--- src/rtl/uart_fe_pkg.sv ---
package uart_fe_pkg;
  localparam int unsigned BUS_W     = 32;
  localparam int unsigned BYTE_W    = 8;
  localparam int unsigned BE_W      = BUS_W / 8;
  localparam int unsigned WIN_BYTES = 24;
  // word indices, byte address >> 2
  localparam int unsigned TX_WORD   = 0;
  localparam int unsigned RX_WORD   = 1;
  localparam int unsigned ST_WORD   = 5;
  // status bit positions
  localparam int unsigned ST_RX_BIT = 0;
  localparam int unsigned ST_TX_BIT = 1;

  typedef struct packed {
    logic rd_rx;
    logic rd_st;
    logic wr_tx;
    logic wr_st;
    logic valid;
  } fe_strobe_t;
endpackage

--- src/rtl/uart_fe_decode.sv ---
module uart_fe_decode
  import uart_fe_pkg::*;
#(
  parameter int unsigned ADDR_W = 8
) (
  input  logic              sel_i,
  input  logic              we_i,
  input  logic [BE_W-1:0]   be_i,
  input  logic [ADDR_W-1:0] addr_i,
  output fe_strobe_t        strb_o
);
  localparam int unsigned WORD_W = ADDR_W - 2;

  logic [WORD_W-1:0] word;
  logic              in_win;
  logic              full_word;
  logic              unused_lsb;

  assign word       = addr_i[ADDR_W-1:2];
  assign unused_lsb = ^addr_i[1:0];
  assign in_win     = addr_i < ADDR_W'(WIN_BYTES);
  assign full_word  = &be_i;

  always_comb begin
    strb_o       = '0;
    strb_o.valid = sel_i && in_win && full_word;
    if (strb_o.valid) begin
      strb_o.rd_rx = !we_i && (word == WORD_W'(RX_WORD));
      strb_o.rd_st = !we_i && (word == WORD_W'(ST_WORD));
      strb_o.wr_tx =  we_i && (word == WORD_W'(TX_WORD));
      strb_o.wr_st =  we_i && (word == WORD_W'(ST_WORD));
    end
  end
endmodule

--- src/rtl/uart_fe_rx_hold.sv ---
module uart_fe_rx_hold
  import uart_fe_pkg::*;
(
  input  logic              clk_i,
  input  logic              rst_ni,
  input  logic              rx_valid_i,
  input  logic [BYTE_W-1:0] rx_data_i,
  output logic              rx_ready_o,
  input  logic              take_i,
  output logic [BYTE_W-1:0] data_o,
  output logic              full_o
);
  logic              full_q;
  logic [BYTE_W-1:0] data_q;
  logic              push;

  assign rx_ready_o = !full_q;
  assign push       = rx_valid_i && rx_ready_o;

  always_ff @(posedge clk_i or negedge rst_ni) begin
    if (!rst_ni) begin
      full_q <= 1'b0;
      data_q <= '0;
    end else begin
      if (push) begin
        full_q <= 1'b1;
        data_q <= rx_data_i;
      end else if (take_i) begin
        full_q <= 1'b0;
      end
    end
  end

  assign data_o = data_q;
  assign full_o = full_q;


  hold_stable_chk: assert property (@(posedge clk_i) disable iff (!rst_ni)
    full_q |=> $stable(data_q));

  push_store_chk: assert property (@(posedge clk_i) disable iff (!rst_ni)
    (rx_valid_i && !full_q) |=> (full_q && data_q == $past(rx_data_i)));

  take_clear_chk: assert property (@(posedge clk_i) disable iff (!rst_ni)
    (take_i && full_q) |=> !full_q);
endmodule

--- src/rtl/uart_fe_tx_push.sv ---
module uart_fe_tx_push
  import uart_fe_pkg::*;
(
  input  logic              clk_i,
  input  logic              rst_ni,
  input  logic              wr_i,
  input  logic [BYTE_W-1:0] byte_i,
  output logic              tx_valid_o,
  output logic [BYTE_W-1:0] tx_data_o
);
  logic              vld_q;
  logic [BYTE_W-1:0] byte_q;

  always_ff @(posedge clk_i or negedge rst_ni) begin
    if (!rst_ni) begin
      vld_q  <= 1'b0;
      byte_q <= '0;
    end else begin
      vld_q <= wr_i;
      if (wr_i) byte_q <= byte_i;
    end
  end

  assign tx_valid_o = vld_q;
  assign tx_data_o  = byte_q;


  tx_pulse_chk: assert property (@(posedge clk_i) disable iff (!rst_ni)
    wr_i |=> (tx_valid_o && tx_data_o == $past(byte_i)));

  tx_quiet_chk: assert property (@(posedge clk_i) disable iff (!rst_ni)
    !wr_i |=> !tx_valid_o);
endmodule

--- src/rtl/uart_fe_regs.sv ---
module uart_fe_regs
  import uart_fe_pkg::*;
#(
  parameter int unsigned ADDR_W = 8
) (
  input  logic              clk_i,
  input  logic              rst_ni,
  input  logic              bus_sel_i,
  input  logic              bus_we_i,
  input  logic [ADDR_W-1:0] bus_addr_i,
  input  logic [3:0]        bus_be_i,
  input  logic [31:0]       bus_wdata_i,
  output logic [31:0]       bus_rdata_o,
  input  logic              rx_valid_i,
  input  logic [7:0]        rx_data_i,
  output logic              rx_ready_o,
  output logic              tx_valid_o,
  output logic [7:0]        tx_data_o
);
  fe_strobe_t        strb;
  logic [BYTE_W-1:0] rx_byte;
  logic              rx_full;
  logic [BUS_W-1:0]  st_word;
  logic              unused_wdata;

  assign unused_wdata = ^bus_wdata_i[BUS_W-1:BYTE_W];

  uart_fe_decode #(.ADDR_W(ADDR_W)) u_dec (
    .sel_i  (bus_sel_i),
    .we_i   (bus_we_i),
    .be_i   (bus_be_i),
    .addr_i (bus_addr_i),
    .strb_o (strb)
  );

  uart_fe_rx_hold u_rx (
    .clk_i      (clk_i),
    .rst_ni     (rst_ni),
    .rx_valid_i (rx_valid_i),
    .rx_data_i  (rx_data_i),
    .rx_ready_o (rx_ready_o),
    .take_i     (strb.rd_rx),
    .data_o     (rx_byte),
    .full_o     (rx_full)
  );

  uart_fe_tx_push u_tx (
    .clk_i      (clk_i),
    .rst_ni     (rst_ni),
    .wr_i       (strb.wr_tx),
    .byte_i     (bus_wdata_i[BYTE_W-1:0]),
    .tx_valid_o (tx_valid_o),
    .tx_data_o  (tx_data_o)
  );

  // status word: flags at fixed bits, rest zero
  generate
    for (genvar b = 0; b < BUS_W; b++) begin : g_st
      if (b == ST_RX_BIT) begin : g_rx
        assign st_word[b] = rx_full;
      end else if (b == ST_TX_BIT) begin : g_tx
        assign st_word[b] = 1'b1;
      end else begin : g_zero
        assign st_word[b] = 1'b0;
      end
    end
  endgenerate

  always_comb begin
    bus_rdata_o = '0;
    if (strb.rd_rx)      bus_rdata_o = {{(BUS_W-BYTE_W){1'b0}}, rx_byte};
    else if (strb.rd_st) bus_rdata_o = st_word;
  end


  st_layout_chk: assert property (@(posedge clk_i) disable iff (!rst_ni)
    strb.rd_st |-> (bus_rdata_o[31:2] == '0 && bus_rdata_o[1] && bus_rdata_o[0] == !rx_ready_o));

  st_write_chk: assert property (@(posedge clk_i) disable iff (!rst_ni)
    (strb.wr_st && !rx_valid_i) |=> ($stable(rx_full) && $stable(rx_byte) && !tx_valid_o));

  st_read_chk: assert property (@(posedge clk_i) disable iff (!rst_ni)
    (strb.rd_st && !(rx_valid_i && rx_ready_o)) |=> $stable(rx_full));

  unmapped_rd_chk: assert property (@(posedge clk_i) disable iff (!rst_ni)
    (bus_sel_i && !bus_we_i && bus_addr_i >= ADDR_W'(WIN_BYTES)) |-> bus_rdata_o == '0);

  partial_chk: assert property (@(posedge clk_i) disable iff (!rst_ni)
    (bus_sel_i && bus_be_i != 4'hF) |-> (bus_rdata_o == '0 && !strb.rd_rx && !strb.wr_tx));
endmodule

--- config.mk ---
export PLATFORM = sky130hd
export DESIGN_NAME = uart_fe_regs
export DESIGN_NICKNAME = d
export VERILOG_FILES = /design/src/rtl/uart_fe_pkg.sv /design/src/rtl/uart_fe_decode.sv /design/src/rtl/uart_fe_rx_hold.sv /design/src/rtl/uart_fe_tx_push.sv /design/src/rtl/uart_fe_regs.sv
export SDC_FILE = /design/constraint.sdc
export NUM_CORES = 1
export LEC_CHECK = 0
export CAP_MARGIN = 20
export CORE_MARGIN = 1.5
export CORE_UTILIZATION = 54
export CTS_CLUSTER_DIAMETER = 100
export DETAILED_ROUTE_END_ITERATION = 10
export DONT_BUFFER_PORTS = 1
export PLACE_DENSITY = 0.72
export SLEW_MARGIN = 20
export SYNTH_ARGS = -nofsm -noshare
export SYNTH_HDL_FRONTEND = slang
export SYNTH_SLANG_ARGS = --single-unit
--- constraint.sdc ---
create_clock -name clk_i -period 2.05 [get_ports clk_i]
set_clock_uncertainty 0.1 [all_clocks]
set_input_delay 0.41 -clock clk_i [delete_from_list [all_inputs] [get_ports clk_i]]
set_output_delay 0.41 -clock clk_i [all_outputs]
set_load 0.03 [all_outputs]
; ---- After elaboration in Yosys (flattened, before gate mapping)
; Index checks and enable logic that the tools add are counted.
[word_totals]
regBits = 18
word_cells = 24
out_inout_bits = 42
inputBits = 57
[op_classes]
order_cmp = 1
eq_ne = 2
n_mux = 5
reduce_logical = 12
[ops]
columns = op, n
row1 = "8-bit by 5-bit less-than comparator with 1-bit output, second input constant", 1
row2 = 8-bit 2-to-1 mux, 1
row3 = 1-bit logical AND, 7
row4 = "6-bit by 1-bit equality test with 1-bit output, second input constant", 1
row5 = "6-bit by 3-bit equality test with 1-bit output, second input constant", 1
row6 = 6-bit zero test, 1
row7 = 4-bit 2-to-1 mux, 1
row8 = 4-bit AND reduction, 1
row9 = 1-bit zero test, 2
row10 = 1-bit 2-to-1 mux, 2
row11 = 2-bit 2-to-1 mux, 1
row12 = 2-bit nonzero test, 1

; ---- Longest topological paths before layout
; Gate-level depths: netlist of the first run.
[depth]
word_depth = 6
depth_mapped = 3
depth_no_buf = 3

; ---- By module
; A second synthesis of the first run with hierarchy kept.
[hier_totals]
hier_cells = 87
area_unflattened_um2 = 1087.3
[by_module_without_submodules]
columns = module, cells_each, area_per_inst_um2, instances
row1 = uart_fe_rx_hold, 21, 374.1, 1
row2 = uart_fe_tx_push, 18, 356.6, 1
row3 = uart_fe_regs, 35, 256.5, 1
row4 = uart_fe_decode, 13, 100.1, 1

; ---- Least setup slack after synthesis of the first run
; OpenSTA, ideal clock, no wires.
[synth_timing]
path_type = input-to-output
start = input port bus_addr_i[5]
end = output port bus_rdata_o[2]
setup_slack_ns = -0.326
t_arrival_ns = 1.866
stages = 3
cell_sequence = or4_4 -> nor4_1 -> and2_1
[synth_between]
elab_chain_cells = 5
[synth_lines]
columns = element, line
row1 = start: declaration, uart_fe_regs.sv:10  ; input logic [ADDR_W-1:0] bus_addr_i,
row2 = 8-bit by 5-bit less-than comparator with 1-bit output, uart_fe_decode.sv:21  ; assign in_win = addr_i < ADDR_W'(WIN_BYTES);
row3 = 1-bit logical AND (2 in series), uart_fe_decode.sv:26  ; strb_o.valid = sel_i && in_win && full_word;
row4 = 4-bit 2-to-1 mux *, uart_fe_decode.sv:27  ; if (strb_o.valid) begin
row5 = 8-bit 2-to-1 mux *, uart_fe_regs.sv:71  ; if (strb.rd_rx) bus_rdata_o = {{(BUS_W-BYTE_W){1'b0}}, rx_byte};
row6 = end: declaration, uart_fe_regs.sv:13  ; output logic [31:0] bus_rdata_o,
; Mark *: on every way between the ends. The rest lies on a longest branch, timed or not.

; ---- Worst setup path in the final report of the first run
[layout_timing]
start = input port bus_addr_i[6]
end = output port bus_rdata_o[2]
; Same word-level chain as after synthesis.

==> results by group, run 1 <==
Timing
  • RSZ-0062 raised after global routing: false
  • Final number of hold-violating endpoints: 0
  • Final Critical Period: 1986 ps
  • Slew Viols, Final: 0
  • Final cycle utilization of the critical path: 96.89%
  • Setup violators final: 0
  • Rel. slew slack: 45.08%
  • Worst slew pin tran: 821.0 ps
  • Fmax: 503.5 MHz

Hold path
  • Hold WC Path Type: primary input to flop

Layout
  • ANT cells: 0
  • Fin nets: 152
  • Cell area after layout: 1072 um^2
  • Syn-to-layout area delta: 9.311%
  • Post-Layout Cell Count: 119
  • Layout cells sized above 1: 41.49%

Yosys
  • Synthesized area: 980.9 um^2
  • #FFs+latches synth: 18
  • Yosys Warn Count: 0
  • Dominant synthesized flop cell: dfrtp_1
  • Sequential area share after synthesis: 45.92%
  • Adder-Cell Fraction of Synth Area: 0%
  • Compound-Gate Fraction of Synth Area: 1.276%
  • Synthesized-area fraction occupied by and/or/nand/nor cells: 13.90%
  • Unique masters post-synth: 18
  • Post-synthesis mux area share: 19.39%
  • Top-area cell type share of the netlist area: 45.92%
  • Top-count cell post-synth: buf_4
  • Largest cells by area after synthesis: dfrtp_1, buf_4, mux2_2, and2_1, nor4_4
  • Post-synthesis average cell area: 11.82 um^2
  • Area leader, netlist: dfrtp_1
  • Post-synth EDFFs: 0
  • Cells after synthesis: 83
  • Largest family of logic cells by synthesized area: multiplexers
  • Post-synthesis xor/xnor area fraction: 0%
  • Async S/R FF share, synth: 100.0%
  • Top cells by count, synth: buf_4, dfrtp_1, mux2_2

Clock network
  • TritonCTS Sinks: 18
  • Clock-pin slew on the worst setup and hold paths: 100 ps
  • Clock root buffer: clkbuf_4
  • CTS tree: built
  • Max Root-Sink Buffers: 2
  • TritonCTS buffer count: 3
  • # H-tree levels: 1
  • Worst-skew pair later-pin latency: 280 ps

Routing
  • DR WL met2: 829 um
  • Met1 WL: 603 um
  • Remaining DRCs: 0
  • Drt first pass iters: 2
  • Initial DRC Count: 4
  • Via-to-Cell Ratio: 4.664
  • Total number of vias: 555
  • Post-Route WL: 1584 um
  • Metal3 WL: 138 um
  • Top Layer Used: met4
  • Routed Antenna Nets: 0
  • Wire per inst: 13.31 um

Pwr
  • Leak: 0.5345 nW
  • Int Power: 505.3 uW
  • Clk pwr share: 30.0%
  • PD cells: 650.0 nW/um^2
  • Sw frac: 27.50%
  • Worst IR drop on VDD: 0.4207 mV
  • Switching pwr: 191.7 uW
  • Sequential share of power: 55.5%
  • Comb pwr share: 14.5%

Floorplan
  • Ports: 99
  • Initial core utilization: 57.44%
  • DIE AREA: 2081 um^2
  • # rows: 15
  • Die Y: 45.62 um
  • Core area: 1708 um^2
  • Die width: 45.62 um

Critical path
  • Worst setup path startpoint: bus_addr_i[6]
  • Worst path arrival time: 1480 ps
  • Setup crit end: bus_rdata_o[2]
  • Crit. End Element: primary output
  • Reg-to-Reg End: u_rx.data_o[6]$_DFFE_PN0P_
  • R2r worst-path depth: 3
  • Flop2flop setup slack: 750 ps
  • Crit path kind: primary input to primary output
  • RR Startpoint: u_rx.full_o$_DFFE_PN0P_
  • Worst path required time: 1540 ps
  • Max FO, Critical Path: 7
  • Critical path startpoint category: primary input

GRT
  • Gr usage total: 15.30%
  • Initial antenna violation count: 0
  • First-pass GRT wire length: 2235 um
  • GR Overflow Total: 0
  • Vias in the first global route: 523
  • Largest net degree at the start of global routing: 19

Outcome
  • Run status: finished clean

Place
  • Routability Congestion: 0.7024
  • Placed Cells: 113
  • Post-DP Area: 1012 um^2
  • # port buffers: 0
  • Detailed placement HPWL: 1245 um

Run
  • Max Cap Viol: 0
power groups by stage:
stage | registers (mW) | clock network (mW) | logic, mW
CTS | 0.387 | 0.222 | 0.0994
floorplan | 0.391 | 0 | 0.121
finish | 0.387 | 0.209 | 0.101
global placement | 0.393 | 0 | 0.0891
global route | 0.390 | 0.234 | 0.109
detailed placement | 0.394 | 0 | 0.0907
cell type report:
type	count	area, um^2
clock buffers	4	36.28
fillers	147	635.6
inverters	1	3.754
multi-input cells	62	467.9
flip-flops and latches	18	450.4
well taps	25	31.28
repair buffers	9	82.58
worst max-delay path, cell delays in order:
cell    delay (ps)
or4_4          540
nor4_4         140
buf_4          190
and2_4         200
what timing repair did:
action	CTS	global route
setup endpoints to repair	0	8
endpoints found under the hold margin	18	0
hold buffers	1	0
gates resized for setup	0	1
setup buffers	0	1
worst min path at each step:
stage / cells after the start / endpoint / start / slack (ps)
CTS: 1 / u_rx.data_o[7]$_DFFE_PN0P_ / rx_data_i[7] / 150
finish: 1 / u_rx.data_o[1]$_DFFE_PN0P_ / rx_data_i[1] / 170
global placement: 0 / u_rx.full_o$_DFFE_PN0P_ / rst_ni / 10
floorplan: 0 / u_rx.data_o[0]$_DFFE_PN0P_ / rst_ni / 10
global route: 1 / u_rx.data_o[7]$_DFFE_PN0P_ / rx_data_i[7] / 140
detailed placement: 0 / u_rx.full_o$_DFFE_PN0P_ / rst_ni / 10
through the flow:
stage               util (%)  power [mW]  setup slack [ps]  hold slack [ps]  setup TNS, ps
finish                 62.78      0.6969             63.73            167.1              0
global route           62.78      0.7332             18.55            143.5              0
CTS                    61.98      0.7081             17.42            154.4              0
detailed placement     59.27      0.4850            -7.860            14.64         -8.185
global placement       59.27      0.4824             26.45            14.72              0
floorplan                  -      0.5121            -10.64            14.41         -85.10
registers in the layout (all words and copies together) (netlist names):
signal / cells
u_rx.data_o: 8
u_rx.full_o: 1
u_tx.tx_data_o: 8
u_tx.tx_valid_o: 1
layout by cell type, fill, tap and decap left out, types with 2 or more instances in the layout:
cell type  netlist  final
conb_1           1     24
dfrtp_1         18     18
and2_4           0      6
clkbuf_4         0      3
nand2b_1         3      3
nor4_4           1      2
mux2_2          16     16
buf_4           24      7
layer usage:
metal | up-vias | global-route usage (%)
met4 | 0 | 7.059
met5 | - | 0
met1 | 261 | 17.90
li1 | 252 | -
met2 | 40 | 25.92
met3 | 2 | 3.968
cells by family after synthesis:
| logic type | after synthesis |
|---|---|
| buf+inv | 26 |
| simple gates | 19 |
| flops | 18 |
| mux | 17 |
| compound gates | 2 |
| other cells | 1 |
No activity file was read; power rests on OpenSTA's default activity.
==> run 2, diff against run 1 <==
- CORE_UTILIZATION: 54 -> 50
- PLACE_DENSITY: 0.72 -> 0.68
==> results by group, run 2 (synthesized netlist as in run 1, its figures left out) <==
Outcome
  • Run status: finished clean

Routing
  • Post-Route WL: 1496 um
  • Drt first pass iters: 2
  • Via-to-Cell Ratio: 4.723
  • Initial DRC Count: 4
  • Remaining DRCs: 0
  • Routed Antenna Nets: 0
  • Wire per inst: 12.57 um
  • Total number of vias: 562

Place
  • # port buffers: 0
  • Detailed placement HPWL: 1200 um
  • Routability Congestion: 0.6936
  • Place WS: 14.89 ps

Run
  • Max Cap Viol: 0

Timing
  • Slew Viols, Final: 0
  • Final number of hold-violating endpoints: 0
  • RSZ-0062 raised after global routing: true
  • Hold_ws: 167.2 ps
  • Worst slew pin tran: 791.5 ps
  • Setup violators final: 0
  • Final Critical Period: 2005 ps
  • Fmax: 498.8 MHz
  • Rel. slew slack: 47.06%
  • Setup ws final: 45.09 ps
  • Final cycle utilization of the critical path: 97.80%

Clock network
  • CTS tree: built
  • Clock root buffer: clkbuf_4
  • Worst-skew pair later-pin latency: 280 ps
  • TritonCTS buffer count: 3
  • TritonCTS Sinks: 18
  • Clock-pin slew on the worst setup and hold paths: 90 ps
  • # H-tree levels: 1
  • Post-CTS sizing: 0
  • Max Root-Sink Buffers: 2

Critical path
  • Slowest cell on crit path: or4_4
  • Worst Path Buf+Inv: 1
  • Setup crit end: bus_rdata_o[4]
  • Crit. End Element: primary output
  • Worst path top cell family by delay: simple AND/OR/NAND/NOR gates
  • Delay of the slowest critical-path stage: 550 ps
  • Max FO, Critical Path: 7
  • Reg-to-Reg End: u_rx.data_o[7]$_DFFE_PN0P_
  • CP Cell Sequence: or4_4, nor4_4, buf_4, and2_4
  • Worst setup path startpoint: bus_addr_i[6]
  • Crit path depth: 4
  • Flop2flop setup slack: 780 ps
  • R2r worst-path depth: 3
  • Worst path required time: 1540 ps
  • Critical path startpoint category: primary input
  • RR Startpoint: u_rx.full_o$_DFFE_PN0P_
  • Crit path kind: primary input to primary output
  • Worst path arrival time: 1490 ps

Pwr
  • Sw frac: 27.29%
  • PD cells: 651.7 nW/um^2
  • Worst IR drop on VDD: 0.4507 mV
  • Leak: 0.5344 nW
  • Int Power: 505.1 uW
  • Total Power: 694.7 uW
  • Switching pwr: 189.6 uW
  • Clk pwr share: 30.0%
  • Comb pwr share: 14.3%
  • Sequential share of power: 55.7%

Layout
  • # fillers: 177
  • Commonest non-fill, non-tap cell in the layout: conb_1
  • Fin nets: 152
  • Most frequent cells in the layout: conb_1, dfrtp_1, mux2_2, buf_4, and2_4
  • Syn-to-layout area delta: 8.673%
  • Layout cells sized above 1: 40.43%
  • ANT cells: 0

GRT
  • First-pass GRT wire length: 2118 um
  • Largest net degree at the start of global routing: 19
  • Initial antenna violation count: 0
  • GR Overflow Total: 0
  • Gr usage total: 14.20%
  • Vias in the first global route: 528

Floorplan
  • Die width: 47.30 um
  • # rows: 15
  • Core area: 1783 um^2
  • Initial core utilization: 55.02%
  • DIE AREA: 2237 um^2
  • Ports: 99
  • Die Y: 47.30 um

Hold path
  • Hold WC Path Type: primary input to flop
==> run 2: cell counts in the layout (fill, tap and decap cells not counted) <==
No cell type changed its count.
==> run 2: final cells by class <==
class | instances | area (um^2) | area share [%]
Timing Repair Buffer | 9 | 82.58 | 7.746
Clock buffer | 4 | 36.28 | 3.404
Multi-Input combinational cell | 62 | 461.7 | 43.31
Sequential cell | 18 | 450.4 | 42.25
Inverter | 1 | 3.754 | 0.3521
Tap cell | 25 | 31.28 | 2.934
==> run 2: routing by layer <==
metal	GRT usage, %	share of wire [%]	vias up
li1	-	-	256
met1	15.09	37	256
met2	24.05	50	48
met3	5.000	12	2
met4	8.333	0.80	0
met5	0	0	-
==> run 2: power groups by stage <==
stage	combinational [mW]	clock [mW]	sequential, mW
finish	0.0994	0.208	0.387
global route	0.108	0.230	0.390
CTS	0.0987	0.218	0.387
detailed placement	0.0904	0	0.395
global placement	0.0890	0	0.393
floorplan	0.121	0	0.391
==> run 2: worst min-delay path by stage <==
| stage | startpoint | endpoint | slack (ps) | cells past startpoint |
|---|---|---|---|---|
| floorplan | rst_ni | u_rx.data_o[0]$_DFFE_PN0P_ | 10 | 0 |
| global placement | rst_ni | u_tx.tx_data_o[5]$_DFFE_PN0P_ | 10 | 0 |
| detailed placement | rst_ni | u_tx.tx_data_o[5]$_DFFE_PN0P_ | 10 | 0 |
| CTS | rx_valid_i | u_rx.full_o$_DFFE_PN0P_ | 150 | 2 |
| global route | rx_data_i[4] | u_rx.data_o[4]$_DFFE_PN0P_ | 150 | 1 |
| finish | rx_valid_i | u_rx.full_o$_DFFE_PN0P_ | 170 | 2 |
==> run 2: timing repair <==
item | CTS | global route
hold buffers | 1 | 0
buffers inserted | 0 | 1
endpoints found under the setup margin | 0 | 6
endpoints found under the hold margin | 18 | 0
==> run 2: worst reg2reg max path, delay by kind of cell, from the launching register on <==
family                 cells  cell delay (ps)
buffers and inverters      1              170
DFF                        1              430
muxes                      1              340
and+or+nand+nor            1              120
==> run 2: through the flow <==
step / area [um^2] / utilization, % / std cells / TNS, ps
2_1_floorplan: 1100 / - / 106 / -85.10
3_3_place_gp: 1012 / 56.77 / 113 / 0
3_5_place_dp: 1012 / 56.77 / 113 / 0
4_1_cts: 1059 / 59.37 / 118 / 0
5_1_grt: 1066 / 59.79 / 119 / -11.32
6_report: 1066 / 59.79 / 119 / 0
==> run 3, diff against run 2 <==
- CTS_CLUSTER_SIZE: not set -> 24
- SYNTH_HIERARCHICAL: not set -> 1
- TNS_END_PERCENT: not set -> 20
==> results by group, run 3 <==
Timing
  • Final Critical Period: 2247 ps
  • Setup ws final: -196.9 ps
  • Final cycle utilization of the critical path: 109.6%
  • Fmax: 445.1 MHz
  • Slew Viols, Final: 0
  • Setup violators final: 8
  • RSZ-0062 raised after global routing: true
  • Rel. slew slack: 46.32%
  • Final number of hold-violating endpoints: 0
  • Worst slew pin tran: 802.5 ps
  • Setup TNS: -1379 ps

Layout
  • Most frequent cells in the layout: conb_1, dfrtp_1, mux2_4, and2_2, buf_4
  • ANT cells: 0
  • Layout cells sized above 1: 40.66%
  • Commonest non-fill, non-tap cell in the layout: conb_1
  • Syn-to-layout area delta: 3.314%
  • Fin nets: 149

Floorplan
  • Ports: 99
  • DIE AREA: 2400 um^2
  • # rows: 16
  • Core area: 1982 um^2
  • Die width: 48.99 um
  • Die Y: 48.99 um
  • Initial core utilization: 53.35%

Clock network
  • TritonCTS Sinks: 18
  • CTS tree: built
  • Post-CTS setup buffer count: 0
  • # H-tree levels: 1
  • Max Root-Sink Buffers: 2
  • Clock root buffer: clkbuf_4
  • TritonCTS buffer count: 3
  • Clock-pin slew on the worst setup and hold paths: 100 ps
  • Worst-skew pair later-pin latency: 290 ps

Run
  • Max Cap Viol: 0

Routing
  • Met1 WL: 621 um
  • DR WL met2: 783 um
  • Routed Antenna Nets: 0
  • Top Layer Used: met4
  • Remaining DRCs: 0
  • Via-to-Cell Ratio: 4.644
  • Drt first pass iters: 4
  • Post-Route WL: 1547 um
  • Total number of vias: 548
  • Metal3 WL: 119 um
  • Initial DRC Count: 4
  • Wire per inst: 13.11 um

Critical path
  • Worst path arrival time: 1740 ps
  • Crit. End Element: primary output
  • Critical path startpoint category: primary input
  • Max FO, Critical Path: 9
  • Worst path required time: 1540 ps
  • Crit path kind: primary input to primary output

Pwr
  • Worst IR drop on VDD: 0.2937 mV
  • Comb pwr share: 13.4%
  • Int Power: 491.8 uW
  • Total Power: 678.0 uW
  • PD cells: 620.7 nW/um^2
  • Sequential share of power: 54.9%
  • Leak: 0.5448 nW
  • Switching pwr: 186.2 uW
  • Clk pwr share: 31.7%
  • Sw frac: 27.46%

GRT
  • Gr usage total: 13.75%
  • GR Overflow Total: 0
  • Vias in the first global route: 519
  • Largest net degree at the start of global routing: 19
  • Initial antenna violation count: 0
  • First-pass GRT wire length: 2490 um

Outcome
  • Run status: finished, violations left
  • Violated checks: negative setup slack

Place
  • Routability Congestion: 0.6532
  • # port buffers: 0
  • Detailed placement HPWL: 1213 um

Hold path
  • Hold WC Path Type: primary input to flop

Yosys
  • Yosys Warn Count: 6
  • Cells after synthesis: 83
  • Post-synthesis average cell area: 12.74 um^2
  • Synthesized area: 1057 um^2
run 3: layer usage:
| layer | global-route usage (%) | up-vias |
|---|---|---|
| met4 | 10.00 | 0 |
| met1 | 19.05 | 263 |
| li1 | - | 246 |
| met3 | 1.840 | 2 |
| met5 | 0 | - |
| met2 | 19.63 | 37 |
run 3: what timing repair did:
item | CTS | global route
gates resized for setup | 2 | 0
hold endpoints to repair | 18 | 0
setup endpoints to repair | 8 | 8
hold buffers | 1 | 0
run 3: through the flow:
step,instances,util [%],hold slack [ps],area (um^2),setup WS (ps)
after global routing,118,55.11,137.6,1092,-296.0
after CTS,118,55.11,145.1,1092,-213.2
after global placement,113,52.40,14.71,1039,-230.4
after floorplan,106,-,14.41,1162,-256.5
after detailed placement,113,52.40,14.76,1039,-248.9
final,118,55.11,159.6,1092,-196.9
run 3: path summary, 6_finish.rpt:
path,cells after the start,slack (ps),from,end
worst max-delay path,6,-200,bus_addr_i[7],bus_rdata_o[0]
worst min-delay path,1,160,rx_data_i[2],u_rx/data_o[2]$_DFFE_PN0P_
worst max register to register,3,800,u_rx/full_o$_DFFE_PN0P_,u_rx/data_o[4]$_DFFE_PN0P_
worst min register to register,1,410,u_rx/data_o[4]$_DFFE_PN0P_,u_rx/data_o[4]$_DFFE_PN0P_
max in group asynchronous,1,810,rst_ni,u_tx/tx_data_o[6]$_DFFE_PN0P_
min in group asynchronous,1,540,rst_ni,u_rx/data_o[7]$_DFFE_PN0P_
run 3: final cells by class:
class | count | area, um^2
well taps | 27 | 33.78
multi-input cells | 60 | 501.7
inverters | 2 | 7.507
clock buffers | 4 | 36.28
repair buffers | 7 | 62.56
fillers | 175 | 889.6
flip-flops and latches | 18 | 450.4
run 3: worst max-delay path, stage by stage:
cell and delay [ps]:
or4b_4 550, nor4_4 340, buf_6 180, nand2_1 60
o21ai_2 60, buf_6 140
run 3: power by group through the flow:
stage | clock network, mW | registers [mW] | logic [mW]
floorplan | 0 | 0.378 | 0.116
global placement | 0 | 0.379 | 0.0819
detailed placement | 0 | 0.379 | 0.0823
CTS | 0.226 | 0.372 | 0.0912
global route | 0.241 | 0.373 | 0.0972
finish | 0.215 | 0.372 | 0.0911
